`config.mk`:
```
export PLATFORM = sky130hd
export DESIGN_NAME = branch_resolver
export DESIGN_NICKNAME = d
export VERILOG_FILES = /design/src/rtl/brres_pkg.sv /design/src/rtl/brres_ctrl.sv /design/src/rtl/brres_dpath.sv /design/src/rtl/branch_resolver.sv
export SDC_FILE = /design/constraint.sdc
export NUM_CORES = 1
export LEC_CHECK = 0
export BUFFER_PORTS_ARGS = -buffer_cell sky130_fd_sc_hd__buf_2
export CORE_MARGIN = 4
export CORE_UTILIZATION = 52
export CTS_BUF_LIST = sky130_fd_sc_hd__clkbuf_4
export CTS_CLUSTER_SIZE = 25
export DETAILED_ROUTE_END_ITERATION = 10
export PLACE_DENSITY_LB_ADDON = 0.12
export SKIP_LAST_GASP = 1
export SYNTH_ARGS = -nofsm -noshare
export SYNTH_HDL_FRONTEND = slang
export SYNTH_SLANG_ARGS = --single-unit
```
`constraint.sdc`:
```
create_clock -name clk -period 0.9 [get_ports clk]
set_input_delay 0.18 -clock clk [delete_from_list [all_inputs] [get_ports clk]]
set_output_delay 0.18 -clock clk [all_outputs]
set_load 0.01 [all_outputs]
```
`src/rtl/brres_pkg.sv`:
```
package brres_pkg;

  localparam int COND_W   = 4;
  localparam int NUM_COND = 1 << COND_W;

  // Selector encoding: odd code = predicate true, even code = its negation
  typedef enum logic [COND_W-1:0] {
    CC_CARRY_CLR = 4'd0,
    CC_CARRY_SET = 4'd1,
    CC_SIGN_CLR  = 4'd2,
    CC_SIGN_SET  = 4'd3,
    CC_ZERO_CLR  = 4'd4,
    CC_ZERO_SET  = 4'd5,
    CC_NEG_CLR   = 4'd6,
    CC_NEG_SET   = 4'd7,
    CC_NOT_ABOVE = 4'd8,
    CC_ABOVE     = 4'd9,
    CC_NOT_GT    = 4'd10,
    CC_GT        = 4'd11,
    CC_NS_SAME   = 4'd12,
    CC_NS_DIFF   = 4'd13,
    CC_ALWAYS_A  = 4'd14,
    CC_ALWAYS_B  = 4'd15
  } cond_e;

  typedef struct packed {
    logic load;
    logic takeJump;
  } strobe_t;

endpackage

```
`src/rtl/brres_ctrl.sv`:
```
module brres_ctrl
  import brres_pkg::*;
(
  input  logic              clk,
  input  logic              rstN,
  input  logic              evalValid,
  input  logic [COND_W-1:0] condSel,
  input  logic              flagN,
  input  logic              flagZ,
  input  logic              flagS,
  input  logic              flagC,
  output strobe_t           strobes
);

  localparam int NUM_PAIRS = NUM_COND / 2;

  logic [NUM_PAIRS-1:0] baseTerm;
  logic [NUM_COND-1:0]  condVec;

  // Predicate for each selector pair (odd member)
  always_comb begin
    baseTerm    = '0;
    baseTerm[0] = flagC;
    baseTerm[1] = flagS;
    baseTerm[2] = flagZ;
    baseTerm[3] = flagN;
    baseTerm[4] = ~flagZ & flagC;
    baseTerm[5] = ~flagZ & ~flagS;
    baseTerm[6] = flagN ^ flagS;
    baseTerm[7] = 1'b1;
  end

  for (genvar p = 0; p < NUM_PAIRS; p++) begin : g_pair
    if (p == NUM_PAIRS - 1) begin : g_uncond
      assign condVec[2*p]   = 1'b1;
      assign condVec[2*p+1] = 1'b1;
    end else begin : g_cond
      assign condVec[2*p]   = ~baseTerm[p];
      assign condVec[2*p+1] =  baseTerm[p];
    end
  end

  always_comb begin
    strobes.load     = evalValid;
    strobes.takeJump = condVec[condSel];
  end

  // unconditional selectors never depend on flags
  p_uncond_taken_r9: assert property (@(posedge clk) disable iff (!rstN)
    (evalValid && condSel[COND_W-1:1] == 3'b111) |-> strobes.takeJump);

  // "above" is refused whenever zero is set
  p_above_needs_nz_r6: assert property (@(posedge clk) disable iff (!rstN)
    (evalValid && condSel == CC_ABOVE && flagZ) |-> !strobes.takeJump);

  // "greater" is refused whenever sign is set
  p_gt_needs_ns_r7: assert property (@(posedge clk) disable iff (!rstN)
    (evalValid && condSel == CC_GT && flagS) |-> !strobes.takeJump);

endmodule

```
`src/rtl/brres_dpath.sv`:
```
module brres_dpath
  import brres_pkg::*;
#(
  parameter int PC_W   = 16,
  parameter int DISP_W = 6
) (
  input  logic              clk,
  input  logic              rstN,
  input  strobe_t           strobes,
  input  logic [PC_W-1:0]   pcIn,
  input  logic [DISP_W-1:0] dispMag,
  input  logic              dirBack,
  output logic              resValid,
  output logic              taken,
  output logic [PC_W-1:0]   nextPc
);

  localparam logic [PC_W-1:0] PC_STEP = PC_W'(1);

  logic [PC_W-1:0] fallThru;
  logic [PC_W-1:0] dispExt;
  logic [PC_W-1:0] jumpTarget;
  logic [PC_W-1:0] pcSel;

  always_comb begin
    fallThru   = pcIn + PC_STEP;
    dispExt    = PC_W'(dispMag);
    jumpTarget = dirBack ? (fallThru - dispExt) : (fallThru + dispExt);
    pcSel      = strobes.takeJump ? jumpTarget : fallThru;
  end

  always_ff @(posedge clk or negedge rstN) begin
    if (!rstN) begin
      resValid <= 1'b0;
      taken    <= 1'b0;
      nextPc   <= '0;
    end else begin
      resValid <= strobes.load;
      if (strobes.load) begin
        taken  <= strobes.takeJump;
        nextPc <= pcSel;
      end
    end
  end

  p_result_follows_r2: assert property (@(posedge clk) disable iff (!rstN)
    strobes.load |=> resValid);

  p_no_spurious_r2: assert property (@(posedge clk) disable iff (!rstN)
    !strobes.load |=> !resValid);

  p_fallthru_r10: assert property (@(posedge clk) disable iff (!rstN)
    (strobes.load && !strobes.takeJump) |=> (nextPc == $past(pcIn) + PC_STEP));

  p_forward_r11: assert property (@(posedge clk) disable iff (!rstN)
    (strobes.load && strobes.takeJump && !dirBack)
      |=> (nextPc == $past(pcIn) + PC_STEP + PC_W'($past(dispMag))));

  p_backward_r12: assert property (@(posedge clk) disable iff (!rstN)
    (strobes.load && strobes.takeJump && dirBack)
      |=> (nextPc == $past(pcIn) + PC_STEP - PC_W'($past(dispMag))));

  p_hold_idle_r13: assert property (@(posedge clk) disable iff (!rstN)
    !strobes.load |=> ($stable(nextPc) && $stable(taken)));

endmodule

```
`src/rtl/branch_resolver.sv`:
```
module branch_resolver
  import brres_pkg::*;
#(
  parameter int PC_W   = 16,
  parameter int DISP_W = 6
) (
  input  logic              clk,
  input  logic              rstN,
  input  logic              evalValid,
  input  logic [COND_W-1:0] condSel,
  input  logic              flagN,
  input  logic              flagZ,
  input  logic              flagS,
  input  logic              flagC,
  input  logic [DISP_W-1:0] dispMag,
  input  logic              dirBack,
  input  logic [PC_W-1:0]   pcIn,
  output logic              resValid,
  output logic              taken,
  output logic [PC_W-1:0]   nextPc
);

  strobe_t strobes;

  brres_ctrl u_ctrl (
    .clk       (clk),
    .rstN      (rstN),
    .evalValid (evalValid),
    .condSel   (condSel),
    .flagN     (flagN),
    .flagZ     (flagZ),
    .flagS     (flagS),
    .flagC     (flagC),
    .strobes   (strobes)
  );

  brres_dpath #(
    .PC_W   (PC_W),
    .DISP_W (DISP_W)
  ) u_dpath (
    .clk      (clk),
    .rstN     (rstN),
    .strobes  (strobes),
    .pcIn     (pcIn),
    .dispMag  (dispMag),
    .dirBack  (dirBack),
    .resValid (resValid),
    .taken    (taken),
    .nextPc   (nextPc)
  );

endmodule

```
==> impl_metrics.json, run 1 <==
{
  "cts-root-buf": "clkbuf_4",
  "vdd_drop_max_v": 0.0009870,
  "clkSlewWorstSetupHoldPaths_ns": 0.11,
  "drt_iter0_drc": 427,
  "vias": 3057,
  "netlist.top_cell.by_area": "dfrtp_1",
  "rsz0062_at_grt": "true",
  "endpoint": "u_dpath.nextPc[11]$_DFFE_PN0P_",
  "finalInstanceArea_mm2": 0.003846,
  "place_congestion": 0.8609,
  "place_inst": 427,
  "firstDrtPassIters": 5,
  "drv_slew": 0,
  "min_from": "evalValid",
  "slowest_stage": "a311o_1",
  "drc_errors": 0,
  "yosysWarnings": 0,
  "worst_slack_ns": -2.089,
  "grt_antenna_before_repair": 0,
  "p_per_area_mw_per_mm2": 1275,
  "dieArea_mm2": 0.005227,
  "final_common_cell": "buf_4",
  "finalSetupTns_ns": -28.91,
  "viasPerCell": 6.631,
  "synth-edff-count": 0,
  "clkLatencyLatePin_ns": 0.31,
  "fp.dieH_um": 72.30,
  "syn-num-nets": 291,
  "tightest_slew_ns": 0.5723,
  "setup_viol": 35,
  "port_buffers": 51,
  "post-route-period-util": 3.322,
  "required_ns": 1.11,
  "netlist_area_mm2": 0.002150,
  "worst_path_largest_cell_delay_ns": 0.38,
  "synth-seq-cells": 18,
  "total_power_mw": 4.903,
  "fmax_mhz": 334.5,
  "grt_overflow": 0,
  "start_util": 0.5374,
  "grt_pass1_wl_um": 13010,
  "die_w_um": 72.30,
  "cp_common_cell": "xnor2_1",
  "cts_buffers": 3,
  "cts_tree": "yes",
  "final_cell_mix": "buf_4, buf_2, xnor2_1",
  "clkSinkCount": 18,
  "synthDominantCellAreaShare": 0.2095,
  "grt_use_total": 0.3229,
  "fin_skew_ns": 0,
  "slew_headroom": 0.6158,
  "cp-end-kind": "flip-flop",
  "min_period_ns": 2.989,
  "r2r-end": "u_dpath.nextPc[0]$_DFFE_PN0P_",
  "wl_met3_um": 1274,
  "layout.nets": 465,
  "first_global_vias": 2836,
  "wl_per_cell_um": 26.16,
  "path_max_fanout": 2,
  "reg2reg_from": "u_dpath.nextPc[0]$_DFFE_PN0P_",
  "ioPinCount": 52,
  "ant_nets": 0,
  "htree_levels": 1,
  "violations": "negative setup slack",
  "core_area_mm2": 0.004000,
  "m1WireLength_um": 3778,
  "place_area_mm2": 0.003232,
  "cp-startpoint": "pcIn[3]",
  "whs_ns": 0.3070,
  "r2r_slack_ns": -0.16,
  "reg2reg_depth": 3,
  "wl_um": 12060,
  "n_antenna_cell": 0,
  "grt_max_degree": 25,
  "synth_area_leaders": "dfrtp_1, ha_1, xnor2_1",
  "async_flop_share": 1.000,
  "hold_viol": 0,
  "cts.path.max_buffers": 2,
  "drv_cap": 0,
  "final_cells": 461,
  "worstHoldPathType": "in -> reg",
  "rows": 23,
  "avgSynthCellArea_um2": 8.994,
  "layout-drive-gt1-share": 0.6034,
  "worstSetupPathType": "in -> reg",
  "area_growth_pct": 78.93,
  "critPathArrivalTime_ns": 3.20,
  "synthFlopType": "dfrtp_1",
  "cp-start-kind": "input port",
  "ys_seq_area_frac": 0.2095,
  "wl_met2_um": 5585,
  "outcome": "complete, but fails checks",
  "hpwl_um": 4860,
  "syn_inst": 239,
  "crit_chain": "buf_2 > and3_4 > and2_4 > nand2_1 > xnor2_1 > ha_1 > or3_1 > a311o_1 > o21ai_4 > o311ai_4 > buf_4 > buf_6 > a21oi_4 > xnor2_1 > mux2i_1 > a21oi_2",
  "leakagePower_nw": 1.879,
  "highest_layer": "met4",
  "synthDistinctLibCells": 60
}
==> per-layer routing <==
metal,vias up,global-route usage
met5,-,0
met3,136,0.05402
met4,0,0.1921
met1,1386,0.3316
li1,1216,-
met2,319,0.6047
==> kinds of logic (layout without fill, tap and decap cells) <==
family / count (synthesis) / count (layout) / share of synthesized area
and+or+nand+nor: 73 / 73 / 0.2026
AOI/OAI and AO/OA: 62 / 62 / 0.2148
xor gates and xnor gates: 32 / 32 / 0.1391
buffers and inverters: 21 / 193 / 0.04656
adders and majority gates: 18 / 18 / 0.1083
DFF: 18 / 18 / 0.2095
muxes: 15 / 15 / 0.07916
==> worst max-delay path, delay by kind of cell <==
family                     cells  cell delay, ns
and+or+nand+nor                4            0.78
muxes                          1            0.16
xor gates and xnor gates       2            0.34
buffers and inverters          3            0.41
AOI/OAI and AO/OA              5            1.07
adders and majority gates      1            0.24
==> report_power, final <==
part | leakage (nW) | switching [mW] | internal (mW)
combinational | 1.66 | 1.65 | 1.71
clock | 0.0138 | 0.274 | 0.157
sequential | 0.206 | 0.133 | 0.971
total | 1.88 | 2.06 | 2.84
==> state kept, by name (all words and copies together), names as in the netlist <==
signal and count:
u_dpath.taken 1, u_dpath.resValid 1, u_dpath.nextPc 16
==> synthesized netlist by cell type (4+ instances only) <==
master and n:
xnor2_1 24, o21a_1 4, nor3_1 4, mux2_2 6, nor2_1 22, mux2i_1 8
clkbuf_1 4, ha_1 17, a21oi_1 20, xor2_1 7, o21ai_0 10, nand2_1 16
nand3_1 5, inv_1 14, dfrtp_1 18
==> what timing repair did <==
item                       CTS  global route
pin swaps                   41            34
buffers inserted            19            11
gates cloned                 1             0
gates resized for setup     42            34
setup endpoints to repair   35            35
hold endpoints to repair    18             0
hold buffers                 1             0
==> per-stage QoR <==
stage               utilization  setup WS, ns
finish                   0.9615        -2.089
global route             0.9615        -2.271
CTS                      0.9027        -1.862
detailed placement       0.8079        -2.252
global placement         0.8079        -2.158
floorplan                     -        -1.849
==> how the worst min path moves through the flow <==
stage                                                 to  slack [ns]  cells after the start
after CTS                     u_dpath.resValid$_DFF_PN0_        0.29                      2
after global routing          u_dpath.resValid$_DFF_PN0_        0.31                      2
after detailed placement  u_dpath.nextPc[15]$_DFFE_PN0P_        0.13                      1
after global placement    u_dpath.nextPc[14]$_DFFE_PN0P_        0.12                      1
final                         u_dpath.resValid$_DFF_PN0_        0.31                      2
after floorplan            u_dpath.nextPc[0]$_DFFE_PN0P_       -0.12                      0
==> cell type report <==
type	instances	area [um2]
inverter	14	70.07
timing repair buffer	176	1365
multi-input combinational	200	1876
tap	50	62.56
clock buffer	3	22.52
sequential	18	450.4
fill	89	153.9
Power figures use the tool's default switching activity.
==> inputs of run 2 (changes only) <==
Settings changed: CELL_PAD_IN_SITES_DETAIL_PLACEMENT set to 0, CELL_PAD_IN_SITES_GLOBAL_PLACEMENT set to 1, CORE_UTILIZATION 52 to 42.
==> run 2 against run 1 <==
Total power fell by 13%. First-iteration DRC count decreased by 80%. Clock skew did not move. Largest cell class unchanged. Fmax grew 8.8%. Routed wire length shrank 45%. Highest routed layer unchanged. Flip-flop and latch count stayed put. Combinational power is 16% lower. Clock power decreased by 12%. Largest power group unchanged. The run still ends with negative setup slack left. Worst hold slack is essentially flat.
==> impl_metrics.json, run 2 (synthesized netlist as in run 1, its figures left out) <==
{
  "tightest_slew_ns": 0.4516,
  "clkLatencyLatePin_ns": 0.28,
  "core_area_mm2": 0.004848,
  "largest-register": "u_dpath.nextPc",
  "combPwrFrac": 0.663,
  "required_ns": 1.07,
  "min_to": "u_dpath.resValid$_DFF_PN0_",
  "post-route-period-util": 3.054,
  "critical_path_buf_inv_count": 5,
  "p_int_mw": 2.707,
  "r2r_slack_ns": -0.05,
  "grt_antenna_before_repair": 0,
  "hpwl_um": 4971,
  "area_growth_pct": 76.37,
  "crit_chain": "buf_12 > nor2_4 > and3b_1 > ha_1 > mux2i_1 > ha_2 > or3_1 > a311o_1 > o21ai_4 > buf_4 > buf_6 > buf_6 > buf_6 > nand2_2 > a211oi_2 > o21ai_1 > xnor2_1 > mux2_4",
  "htree_levels": 1,
  "start_util": 0.4434,
  "port_buffers": 51,
  "violations": "negative setup slack",
  "critical_path.top_delay_family": "compound AO/OA/AOI/OAI gates",
  "layout.nets": 467,
  "n_antenna_cell": 0,
  "grt_use_total": 0.2037,
  "slowest_stage": "or3_1",
  "critPathArrivalTime_ns": 2.92,
  "cp-end-kind": "flip-flop",
  "drv_slew": 0,
  "layout-drive-gt1-share": 0.6087,
  "cts_tree": "yes",
  "multi_input_area_mm2": 0.001869,
  "drt_iter0_drc": 87,
  "viasPerCell": 4.950,
  "sw_frac_of_total": 0.3635,
  "cp-start-kind": "input port",
  "leakagePower_nw": 1.846,
  "wl_um": 6574,
  "largest_register_ffs": 16,
  "r2r-end": "u_dpath.nextPc[14]$_DFFE_PN0P_",
  "p_clk_frac": 0.090,
  "first_global_vias": 2300,
  "final_common_cell": "buf_4",
  "vdd_drop_max_v": 0.0006130,
  "slew_headroom": 0.6968,
  "wl_per_cell_um": 13.67,
  "finalSetupTns_ns": -24.48,
  "place_congestion": 0.7973,
  "path_max_fanout": 4,
  "reg.largest.list": "u_dpath.nextPc (16), u_dpath.resValid (1), u_dpath.taken (1)",
  "hold_depth": 2,
  "cts_buffers": 3,
  "fillers": 330,
  "clkSinkCount": 18,
  "p_sw_mw": 1.546,
  "regArea_um2": 450.4,
  "reg2reg_depth": 4,
  "worst_slack_ns": -1.848,
  "clkSlewWorstSetupHoldPaths_ns": 0.09,
  "vias": 2381,
  "worst_path_largest_cell_delay_ns": 0.34,
  "fin_util": 0.7819,
  "grt_overflow": 0,
  "cts.path.max_buffers": 2,
  "total_power_mw": 4.253,
  "ioPinCount": 52,
  "drv_cap": 0,
  "rows": 25,
  "worstHoldPathType": "in -> reg",
  "fp.dieH_um": 79.54,
  "reg2reg_from": "u_dpath.nextPc[14]$_DFFE_PN0P_",
  "p_per_area_mw_per_mm2": 1122,
  "worstSetupPathType": "in -> reg",
  "outcome": "complete, but fails checks",
  "fin_skew_ns": 0,
  "final_cell_mix": "buf_4, buf_2, xnor2_1",
  "finalInstanceArea_mm2": 0.003791,
  "grt_max_degree": 21,
  "die_w_um": 79.54,
  "drc_errors": 0,
  "cts-root-buf": "clkbuf_4",
  "final_cells": 481,
  "ant_nets": 0,
  "dieArea_mm2": 0.006327,
  "min_from": "evalValid",
  "place_area_mm2": 0.003248,
  "firstDrtPassIters": 5,
  "rsz0062_at_grt": "true",
  "min_period_ns": 2.748,
  "hold_viol": 0,
  "p_seq_frac": 0.247,
  "cp_common_cell": "buf_6",
  "fmax_mhz": 363.9,
  "setup_viol": 35,
  "place_inst": 445,
  "grt_pass1_wl_um": 10490
}
## run 2: cell type report
type / count / share of cell area
Inverter: 14 / 0.01914
Multi-Input combinational cell: 200 / 0.4931
Tap cell: 67 / 0.02211
Timing Repair Buffer: 178 / 0.3399
Sequential cell: 18 / 0.1188
Clock buffer: 3 / 0.005941
Clock inverter: 1 / 0.0009901
## run 2: routing by layer
| layer | global-route usage | share of wire | vias to the layer above | routed length, um |
|---|---|---|---|---|
| met5 | 0 | 0 | - | 0 |
| met4 | 0.03608 | 0.0040 | 0 | 26 |
| met3 | 0.009029 | 0.038 | 2 | 253 |
| met2 | 0.3439 | 0.49 | 55 | 3248 |
| met1 | 0.2901 | 0.46 | 1107 | 3046 |
| li1 | - | - | 1217 | - |
## run 2: per-stage QoR
stage,hold slack [ns],worst slack (ns)
after CTS,0.2926,-1.848
after detailed placement,0.1247,-2.283
after floorplan,-0.1156,-1.849
after global placement,0.1264,-2.160
final,0.3069,-1.848
after global routing,0.3038,-1.940
## run 2: power groups by stage
stage          Combinational (mW)  Clock, mW  Sequential [mW]
2_1_floorplan                1.11          0             1.15
3_3_place_gp                 2.12          0             1.06
3_5_place_dp                 2.17          0             1.07
4_1_cts                      2.49      0.401             1.05
5_1_grt                      3.07      0.441             1.07
6_report                     2.82      0.381             1.05
## run 2: timing repair
action / in CTS / in global routing
hold buffers: 1 / 0
setup endpoints to repair: 35 / 35
hold endpoints to repair: 18 / 0
gates resized for setup: 36 / 29
pin swaps: 31 / 27
buffers inserted: 20 / 15
## run 2: how the worst max path moves through the flow
stage                    start                        endpoint  slack [ns]  cells after the start
floorplan           dispMag[1]  u_dpath.nextPc[15]$_DFFE_PN0P_       -1.85                     14
global placement    dispMag[1]  u_dpath.nextPc[15]$_DFFE_PN0P_       -2.16                     14
detailed placement  dispMag[1]  u_dpath.nextPc[15]$_DFFE_PN0P_       -2.28                     14
CTS                 dispMag[1]  u_dpath.nextPc[15]$_DFFE_PN0P_       -1.85                     14
global route        dispMag[0]  u_dpath.nextPc[15]$_DFFE_PN0P_       -1.94                     16
finish              dispMag[1]   u_dpath.nextPc[9]$_DFFE_PN0P_       -1.85                     18
